`config.mk`:
```
export PLATFORM = sky130hd
export DESIGN_NAME = xlat_tlb
export DESIGN_NICKNAME = d
export VERILOG_FILES = /design/src/rtl/xlat_tlb.sv
export SDC_FILE = /design/constraint.sdc
export NUM_CORES = 2
export LEC_CHECK = 0
export CAP_MARGIN = 20
export CORE_ASPECT_RATIO = 0.7
export CORE_MARGIN = 3
export CORE_UTILIZATION = 62
export CTS_BUF_LIST = sky130_fd_sc_hd__clkbuf_8
export CTS_CLUSTER_SIZE = 30
export DETAILED_ROUTE_END_ITERATION = 6
export PLACE_DENSITY = 0.81
export SYNTH_ARGS = -nofsm -noshare
export SYNTH_HDL_FRONTEND = slang
export SYNTH_SLANG_ARGS = --single-unit
```
`constraint.sdc`:
```
create_clock -name clk -period 6.93 [get_ports clk]
set_input_delay 1.7325 -clock clk [delete_from_list [all_inputs] [get_ports clk]]
set_output_delay 1.7325 -clock clk [all_outputs]
set_load 0.03 [all_outputs]
```
`src/rtl/xlat_tlb.sv`:
```
module xlat_tlb #(
  parameter int ENTRIES = 16,
  parameter int PFN_W   = 20,
  parameter int ATTR_W  = 3,
  parameter int CNT_W   = 32
) (
  input  logic              clk,
  input  logic              rst_n,
  input  logic              lk_valid,
  input  logic [19:0]       lk_vpn,
  input  logic [1:0]        lk_asid,
  output logic              lk_hit,
  output logic              lk_stall,
  output logic [PFN_W-1:0]  lk_pfn,
  output logic [ATTR_W-1:0] lk_attr,
  input  logic              fill_valid,
  input  logic [19:0]       fill_vpn,
  input  logic [1:0]        fill_asid,
  input  logic [PFN_W-1:0]  fill_pfn,
  input  logic [ATTR_W-1:0] fill_attr,
  input  logic              cmd_we,
  input  logic [31:0]       cmd_data,
  input  logic              cfg_we,
  input  logic [31:0]       cfg_wdata,
  output logic [31:0]       cfg_q,
  output logic [CNT_W-1:0]  stat_hits,
  output logic [CNT_W-1:0]  stat_misses
);
  localparam int IDX_W = (ENTRIES > 1) ? $clog2(ENTRIES) : 1;
  localparam int LNS_W = IDX_W + 1;
  localparam logic [31:0] CFG_RST = 32'h2000_0010;

  logic [ENTRIES-1:0] vld;
  logic [19:0]        t_vpn  [ENTRIES];
  logic [1:0]         t_asid [ENTRIES];
  logic [PFN_W-1:0]   d_pfn  [ENTRIES];
  logic [ATTR_W-1:0]  d_attr [ENTRIES];
  logic [IDX_W-1:0]   rr;
  logic               pending;

  logic [LNS_W-1:0] lines_fld, active_n;
  assign lines_fld = cfg_q[LNS_W-1:0];
  assign active_n  = (lines_fld == '0 || lines_fld > LNS_W'(ENTRIES)) ? LNS_W'(ENTRIES) : lines_fld;

  logic hum_en, stat_en;
  assign hum_en  = cfg_q[29];
  assign stat_en = cfg_q[31];

  logic [ENTRIES-1:0] act, lk_match, fl_match, kill;
  logic [1:0] ftype;
  logic       id_en;
  assign ftype = cmd_data[1:0];
  assign id_en = cmd_data[31];

  always_comb begin
    for (int i = 0; i < ENTRIES; i++) begin
      act[i]      = LNS_W'(i) < active_n;
      lk_match[i] = vld[i] && act[i] && t_vpn[i] == lk_vpn && t_asid[i] == lk_asid;
      fl_match[i] = vld[i] && act[i] && t_vpn[i] == fill_vpn && t_asid[i] == fill_asid;
      case (ftype)
        2'd0:    kill[i] = 1'b1;
        2'd2:    kill[i] = t_vpn[i][19:10] == cmd_data[19:10];
        2'd3:    kill[i] = t_vpn[i][19:2] == cmd_data[19:2];
        default: kill[i] = 1'b0;
      endcase
      kill[i] = kill[i] && (!id_en || t_asid[i] == cmd_data[30:29]);
    end
  end

  logic lk_any;
  assign lk_any   = |lk_match;
  assign lk_stall = lk_valid && pending && (!hum_en || !lk_any);
  assign lk_hit   = lk_valid && !lk_stall && lk_any;

  logic accept;
  assign accept = lk_valid && !lk_stall;

  always_comb begin
    lk_pfn  = '0;
    lk_attr = '0;
    for (int i = 0; i < ENTRIES; i++)
      if (lk_match[i]) begin
        lk_pfn  = lk_pfn | d_pfn[i];
        lk_attr = lk_attr | d_attr[i];
      end
  end

  logic             fl_any;
  logic [IDX_W-1:0] fl_idx, rr_base, widx, rr_next;
  logic [LNS_W-1:0] rr_inc;
  always_comb begin
    fl_idx = '0;
    for (int i = 0; i < ENTRIES; i++)
      if (fl_match[i]) fl_idx = IDX_W'(i);
  end
  assign fl_any  = |fl_match;
  assign rr_base = ({1'b0, rr} >= active_n) ? '0 : rr;
  assign rr_inc  = {1'b0, rr_base} + 1'b1;
  assign rr_next = (rr_inc >= active_n) ? '0 : rr_inc[IDX_W-1:0];
  assign widx    = fl_any ? fl_idx : rr_base;

  logic do_fill;
  assign do_fill = fill_valid && !cmd_we;

  always_ff @(posedge clk or negedge rst_n)
    if (!rst_n) begin
      vld         <= '0;
      rr          <= '0;
      pending     <= 1'b0;
      cfg_q       <= CFG_RST;
      stat_hits   <= '0;
      stat_misses <= '0;
    end else begin
      if (cfg_we) cfg_q <= cfg_wdata;
      if (cmd_we) begin
        vld <= vld & ~kill;
        if (ftype == 2'd0 && !id_en) rr <= '0;
      end else if (fill_valid) begin
        vld[widx] <= 1'b1;
        if (!fl_any) rr <= rr_next;
      end
      if (accept && !lk_any) pending <= 1'b1;
      else if (fill_valid)   pending <= 1'b0;
      if (stat_en && accept) begin
        if (lk_any) stat_hits   <= stat_hits + 1'b1;
        else        stat_misses <= stat_misses + 1'b1;
      end
    end

  always_ff @(posedge clk)
    if (do_fill) begin
      t_vpn[widx]  <= fill_vpn;
      t_asid[widx] <= fill_asid;
      d_pfn[widx]  <= fill_pfn;
      d_attr[widx] <= fill_attr;
    end


  no_dup_tag_chk: assert property (@(posedge clk) disable iff (!rst_n) $onehot0(lk_match));


  flush_all_chk: assert property (@(posedge clk) disable iff (!rst_n)
    cmd_we && cmd_data[1:0] == 2'd0 && !cmd_data[31] |=> vld == '0);


  flush_wins_chk: assert property (@(posedge clk) disable iff (!rst_n)
    cmd_we |=> (vld & ~$past(vld)) == '0);


  no_hit_blocked_chk: assert property (@(posedge clk) disable iff (!rst_n)
    pending && !cfg_q[29] && lk_valid |-> !lk_hit);


  stat_hold_chk: assert property (@(posedge clk) disable iff (!rst_n)
    !cfg_q[31] |=> $stable(stat_hits) && $stable(stat_misses));


  walk_done_chk: assert property (@(posedge clk) disable iff (!rst_n)
    fill_valid && pending |=> !pending);
endmodule

```
# [Word level (Yosys, flattened, before mapping)]
# Memories as Yosys holds them, arrays and structs flattened.
# Index checks and enable logic that the tools add are counted.
[op_classes] n_addsub=3 n_mux=79 n_reduce_logical=137 n_bitwise=34 n_eq_ne=116 magnitude_cmp=21
[ops] cell="$eq A20 B20 Y1" count=32
[ops] cell="$mux W20" count=16
[ops] cell="$or A20 B20 Y20" count=15
[ops] cell="$eq A18 B18 Y1" count=16
[ops] cell="$eq A10 B10 Y1" count=16
[ops] cell="$logic_and A1 B1 Y1" count=105
[ops] cell="$eq A2 B2 Y1" count=48
[ops] cell="$mux W4" count=21
[ops] cell="$add A32 B1 Y32 const B" count=2
[ops] cell="$mux W3" count=16
[ops] cell="$pmux W1 S3" count=16
[ops] cell="$or A3 B3 Y3" count=15
[ops] cell="$lt A4 B5 Y1 const A" count=8
[ops] cell="$mux W16" count=2
[ops] cell="$reduce_or A16 Y1" count=2
[ops] cell="$lt A3 B5 Y1 const A" count=4
[ops] cell="$logic_or A1 B1 Y1" count=18
[ops] cell="$and A16 B16 Y16" count=1
[ops] cell="$not A16 Y16" count=1
[ops] cell="$or A16 B16 Y16" count=1
[ops] cell="$lt A1 B5 Y1 const A" count=2
[ops] cell="$lt A2 B5 Y1 const A" count=2
[ops] cell="$mux W1" count=6
[ops] cell="$add A4 B1 Y5 const B" count=1
[ops] cell="17 further kinds" count=24
[word_totals] in_bits=137 output_inout_bits=121 register_bits=117 mem_bits_rw=720 wordCells=400 n_memories=4
[memory_table] name="d_pfn" words=16 word_bits=20 read_ports=16 rd_clocked_by_memory_dff=0 write_ports=1 line="36" source="logic [PFN_W-1:0] d_pfn [ENTRIES];"
[memory_table] name="t_vpn" words=16 word_bits=20 read_ports=16 rd_clocked_by_memory_dff=0 write_ports=1 line="34" source="logic [19:0] t_vpn [ENTRIES];"
[memory_table] name="d_attr" words=16 word_bits=3 read_ports=16 rd_clocked_by_memory_dff=0 write_ports=1 line="37" source="logic [ATTR_W-1:0] d_attr [ENTRIES];"
[memory_table] name="t_asid" words=16 word_bits=2 read_ports=16 rd_clocked_by_memory_dff=0 write_ports=1 line="35" source="logic [1:0] t_asid [ENTRIES];"

# [Longest topological paths before layout]
[depth] depth_word=38 ltp_mapped=21 depth_no_buf=19

# [Worst setup path before layout]
# Ideal clock, no wire load.
[synth_path] kind="input-to-reg" from="input port fill_vpn[9]" to="memory d_attr[8][0] (enable)" arrival_ns=5.932 stages=11 t_required_ns=6.482 setup_slack_ns=0.550 cell_sequence="buf_2 > buf_2 > xnor2_1 > nand3_1 > or4b_2 > nand4_1 > nor4_4 > o31a_1 > or2_1 > buf_2 > nor2_1"
[synth_via] elab_chain_cells=19 elab_cells_between_ends=65 cone_classes="eq/ne (16); mux (16); reduce/logical (33)"
[synth_lines] element="from (decl)" line="17" source="input logic [19:0] fill_vpn,"
[synth_lines] element="$eq A20 B20 Y1" line="59" source="fl_match[i] = vld[i] && act[i] && t_vpn[i] == fill_vpn && t_asid[i] == fill_asid;"
[synth_lines] element="$logic_and A1 B1 Y1 (2 in a row)" line="59"
[synth_lines] element="$mux W1" line="94" source="if (fl_match[i]) fl_idx = IDX_W'(i);"
[synth_lines] element="$mux W4 (14 in a row)" line="94"
[synth_lines] element="$mux W4 *" line="100" source="assign widx = fl_any ? fl_idx : rr_base;"
[synth_lines] element="to (decl)" line="37"
# Every way passes the cells marked *; elsewhere a longest branch is shown, timed or not.

# [Worst setup path in the final report]
[layout_path] from="input port lk_vpn[2]" to="output port lk_stall"
[layout_via] elab_chain_cells=7 elab_cells_between_ends=52 cone_classes="eq/ne (16); reduce/logical (36)"
[layout_lines] element="from (decl)" line="10" source="input logic [19:0] lk_vpn,"
[layout_lines] element="$eq A20 B20 Y1" line="58" source="lk_match[i] = vld[i] && act[i] && t_vpn[i] == lk_vpn && t_asid[i] == lk_asid;"
[layout_lines] element="$logic_and A1 B1 Y1 (2 in a row)" line="58"
[layout_lines] element="$reduce_or A16 Y1 *" line="71" source="assign lk_any = |lk_match;"
[layout_lines] element="$logic_not A1 Y1 *" line="72" source="assign lk_stall = lk_valid && pending && (!hum_en || !lk_any);"
[layout_lines] element="$logic_or A1 B1 Y1 *" line="72"
[layout_lines] element="$logic_and A1 B1 Y1 *" line="72"
[layout_lines] element="to (decl)" line="13" source="output logic lk_stall,"
# Marks and branches as above.

==> metrics.md <==
| Metric | Value |
|---|---|
| GRT Util Overall | `40.30%` |
| Fin crit period | `6.748 ns` |
| Post-synth EDFFs | `720` |
| Mean Syn Cell Area | `13.40 sq um` |
| Leak | `0.01675 uW` |
| Hold Crit Class | `register to register` |
| Worst setup EP type | `output pin` |
| CTS tree | `done` |
| Largest net degree at the start of global routing | `79` |
| Clock skew | `0.04953 ns` |
| CP Class | `primary input to output pin` |
| Core footprint | `0.06549 sq mm` |
| Crit Reg-Reg Endpoint | `d_pfn[9][9]` |
| R2R cell count | `15` |
| FF/Latch Area | `0.02455 sq mm` |
| Slowest CP cell | `nor3_2` |
| Hold slack | `0.4860 ns` |
| H-tree lvl count | `3` |
| Port Buffers | `248` |
| Inserted Clock Buffers | `120` |
| Max frequency | `148.2 MHz` |
| R2R Path Start | `cfg_q[1]` |
| Top FF cell, synth | `edfxtp_1` |
| Crit-path cells | `clkdlybuf4s50_1 -> buf_4 -> xor2_1 -> nor4_1 -> nand3_1 -> nor3_2 -> nor4_1 -> buf_4 -> and4_4 -> nand2b_1 -> and3_1 -> buf_12` |
| GRT Residual Overflow | `0` |
| WP depth | `12` |
| DR WL/cell | `32.30 microns` |
| Post-route DRC | `0` |
| Io pins | `258` |
| Initial DRC count | `5,167` |
| Max_cap viols | `0` |
| Dpl cells | `4,204` |
| Final nets | `3,596` |
| RSZ-0062 raised after global routing | `no` |
| Final Max Slew Viols | `0` |
| Crit start category | `primary input` |
| Clock transition at path regs | `0.06 ns` |
| Initial Util | `63.38%` |
| Reg2reg setup slack | `1.03 ns` |
| Setup Fix Bufs, Post-CTS | `0` |
| Initial antenna violation count | `1` |
| Syn-to-layout area delta | `16.93%` |
| Multi-input logic area | `0.01603 sq mm` |
| Fillcell total | `4,162` |
| Most common cell after layout, fill and taps aside | `edfxtp_1` |
| #FFs+latches synth | `837` |
| First-pass GRT wire length | `202,700 microns` |
| Hold Path Stages | `2` |
| Hold-fix buffers, CTS | `0` |
| CTS max path bufs | `3` |
| Status | `complete, no violations` |
| Worst EP arrival | `5.02 ns` |
| DR vias/cell | `6.758` |
| Pwr/cell area | `225.8 mW/mm^2` |
| Die area | `0.07014 sq mm` |
| Post-synthesis sequential area ratio | `59.15%` |
| CP Buf/Inv Count | `4` |
| Beginning of the worst hold path | `vld[7]` |
| Mapped cell area | `0.04151 sq mm` |
| Actual slew at the worst max-slew pin | `1.073 ns` |
| Most frequent cells in the layout | `edfxtp_1 (720), xor2_1 (579), xnor2_1 (509), clkdlybuf4s50_1 (199), nand4_1 (175)` |
| Layout cells sized above 1 | `12.98%` |
| CTS resizes | `0` |
| Design Area, Final | `0.04853 sq mm` |
| Post-DP Area | `0.04615 sq mm` |
| Clock sink count | `837` |
| Slowest stage delay, CP | `0.58 ns` |
| Final non-filler cell total | `4,426` |
| DRT antenna net count | `0` |
| Max Fanout on Critical Path | `12` |
| Routability Congestion | `0.9999` |
| Worst EP required | `5.20 ns` |
| Vias in the first global route | `29,780` |
| Final Setup Violations | `0` |
| DIE WIDTH | `315.3 microns` |
| Slew HR | `28.21%` |
| Final Cycle Share | `97.37%` |
| Placement row count | `78` |
| Die height | `222.5 microns` |
| Async SR Flop Fraction | `13.98%` |
| Clock root buffer master | `clkbuf_8` |
| Delay-heaviest family, CP | `simple AND/OR/NAND/NOR gates` |
| Cell variety after synth | `76` |
| Max VDD drop | `0.0002387 V` |
| Worst Hold Endpoint | `vld[7]` |
| Vias | `29,910` |
| Final Hold Vio Count | `0` |
| Yosys warns | `0` |
| Detail Placement HPWL | `88,300 microns` |
| Synth Instances | `3,097` |
| Worst skew pair latency | `0.79 ns` |
| Routed wire length | `143,000 microns` |
| Syn Nets | `3,247` |
| Drt pass-1 iters | `7` |
| TNS Setup | `0 ns` |
==> worst max path at each step <==
| stage | from | to |
|---|---|---|
| 2_1_floorplan | fill_vpn[9] | d_attr[8][0] |
| 3_3_place_gp | lk_vpn[2] | lk_stall |
| 3_5_place_dp | lk_vpn[2] | lk_stall |
| 4_1_cts | cfg_q[2] | lk_stall |
| 5_1_grt | cfg_q[2] | lk_stall |
| 6_report | lk_vpn[2] | lk_stall |
==> cells in the mapped netlist (24+ instances only) <==
| library cell | n | area [sq um] |
|---|---|---|
| a221oi_1 | 43 | 376.6 |
| a222oi_1 | 42 | 420.4 |
| a22o_1 | 43 | 376.6 |
| buf_2 | 44 | 220.2 |
| buf_4 | 37 | 277.8 |
| clkbuf_1 | 82 | 307.8 |
| dfrtp_1 | 115 | 2878 |
| edfxtp_1 | 720 | 21620 |
| inv_1 | 27 | 101.4 |
| mux2_2 | 32 | 360.4 |
| nand2_1 | 100 | 375.4 |
| nand3_1 | 59 | 295.3 |
| nand4_1 | 175 | 1095 |
| nor2_1 | 73 | 274.0 |
| nor3_1 | 24 | 120.1 |
| nor4_1 | 133 | 832.1 |
| o21ai_0 | 39 | 195.2 |
| xnor2_1 | 509 | 4458 |
| xor2_1 | 579 | 5071 |
==> per-stage QoR <==
step	setup slack, ns	util (%)	power (uW)
floorplan	0.5504	-	6468
global placement	0.4368	70.47	7055
detailed placement	0.3949	70.47	7088
CTS	0.3462	74.11	10930
global route	0.07432	74.11	11240
finish	0.1825	74.11	10960
==> logic make-up after synthesis <==
logic type	after synthesis	share of synthesized area [%]
xor gates and xnor gates	1088	22.96
DFF	837	59.15
and+or+nand+nor	648	8.829
AOI/OAI and AO/OA	265	5.128
buffers and inverters	214	2.674
muxes	32	0.8682
adders and majority gates	13	0.3919
==> worst reg2reg max path, stage by stage, from the launching register on <==
cell and delay (ns):
dfrtp_1 0.38, nor2_1 0.41, nand2_1 0.12, ha_1 0.58, nand2b_4 0.32, o21ai_0 0.33, nand2_1 0.33, nor4_2 0.09
buf_4 0.18, or4b_4 0.58, nor4_4 0.45, inv_1 0.10, a31oi_2 0.34, nand2_1 0.52, nor2_4 0.32, buf_4 0.48
==> layout make-up <==
| class | instances | area share [%] |
|---|---|---|
| Multi-Input combinational cell | 2046 | 33.03 |
| Timing Repair Buffer | 414 | 8.987 |
| Clock buffer | 136 | 3.857 |
| Antenna cell | 1 | 0.005156 |
| Clock inverter | 85 | 1.057 |
| Sequential cell | 837 | 50.59 |
| Inverter | 27 | 0.2088 |
| Tap cell | 880 | 2.269 |
==> registers in the layout, summed over array words and instances (netlist names) <==
| register | cells |
|---|---|
| d_pfn | 320 |
| t_vpn | 320 |
| d_attr | 48 |
| cfg_q | 32 |
| stat_hits | 32 |
| stat_misses | 32 |
| t_asid | 32 |
| vld | 16 |
| rr | 4 |
| pending | 1 |
==> layer usage <==
layer	vias up	track usage, %	wire, microns
met3	512	16.34	25730
met1	14520	55.80	51590
met4	0	17.84	6972
li1	12100	-	-
met5	-	0	0
met2	2775	56.02	58670
==> report_power, final <==
part | internal [uW] | switching (uW) | leakage (uW)
sequential | 5600 | 85.5 | 0.00800
clock | 1960 | 1960 | 0.00141
combinational | 483 | 880 | 0.00734
total | 8030 | 2920 | 0.0167
Note: power is estimated with default switching activity, not from simulation.
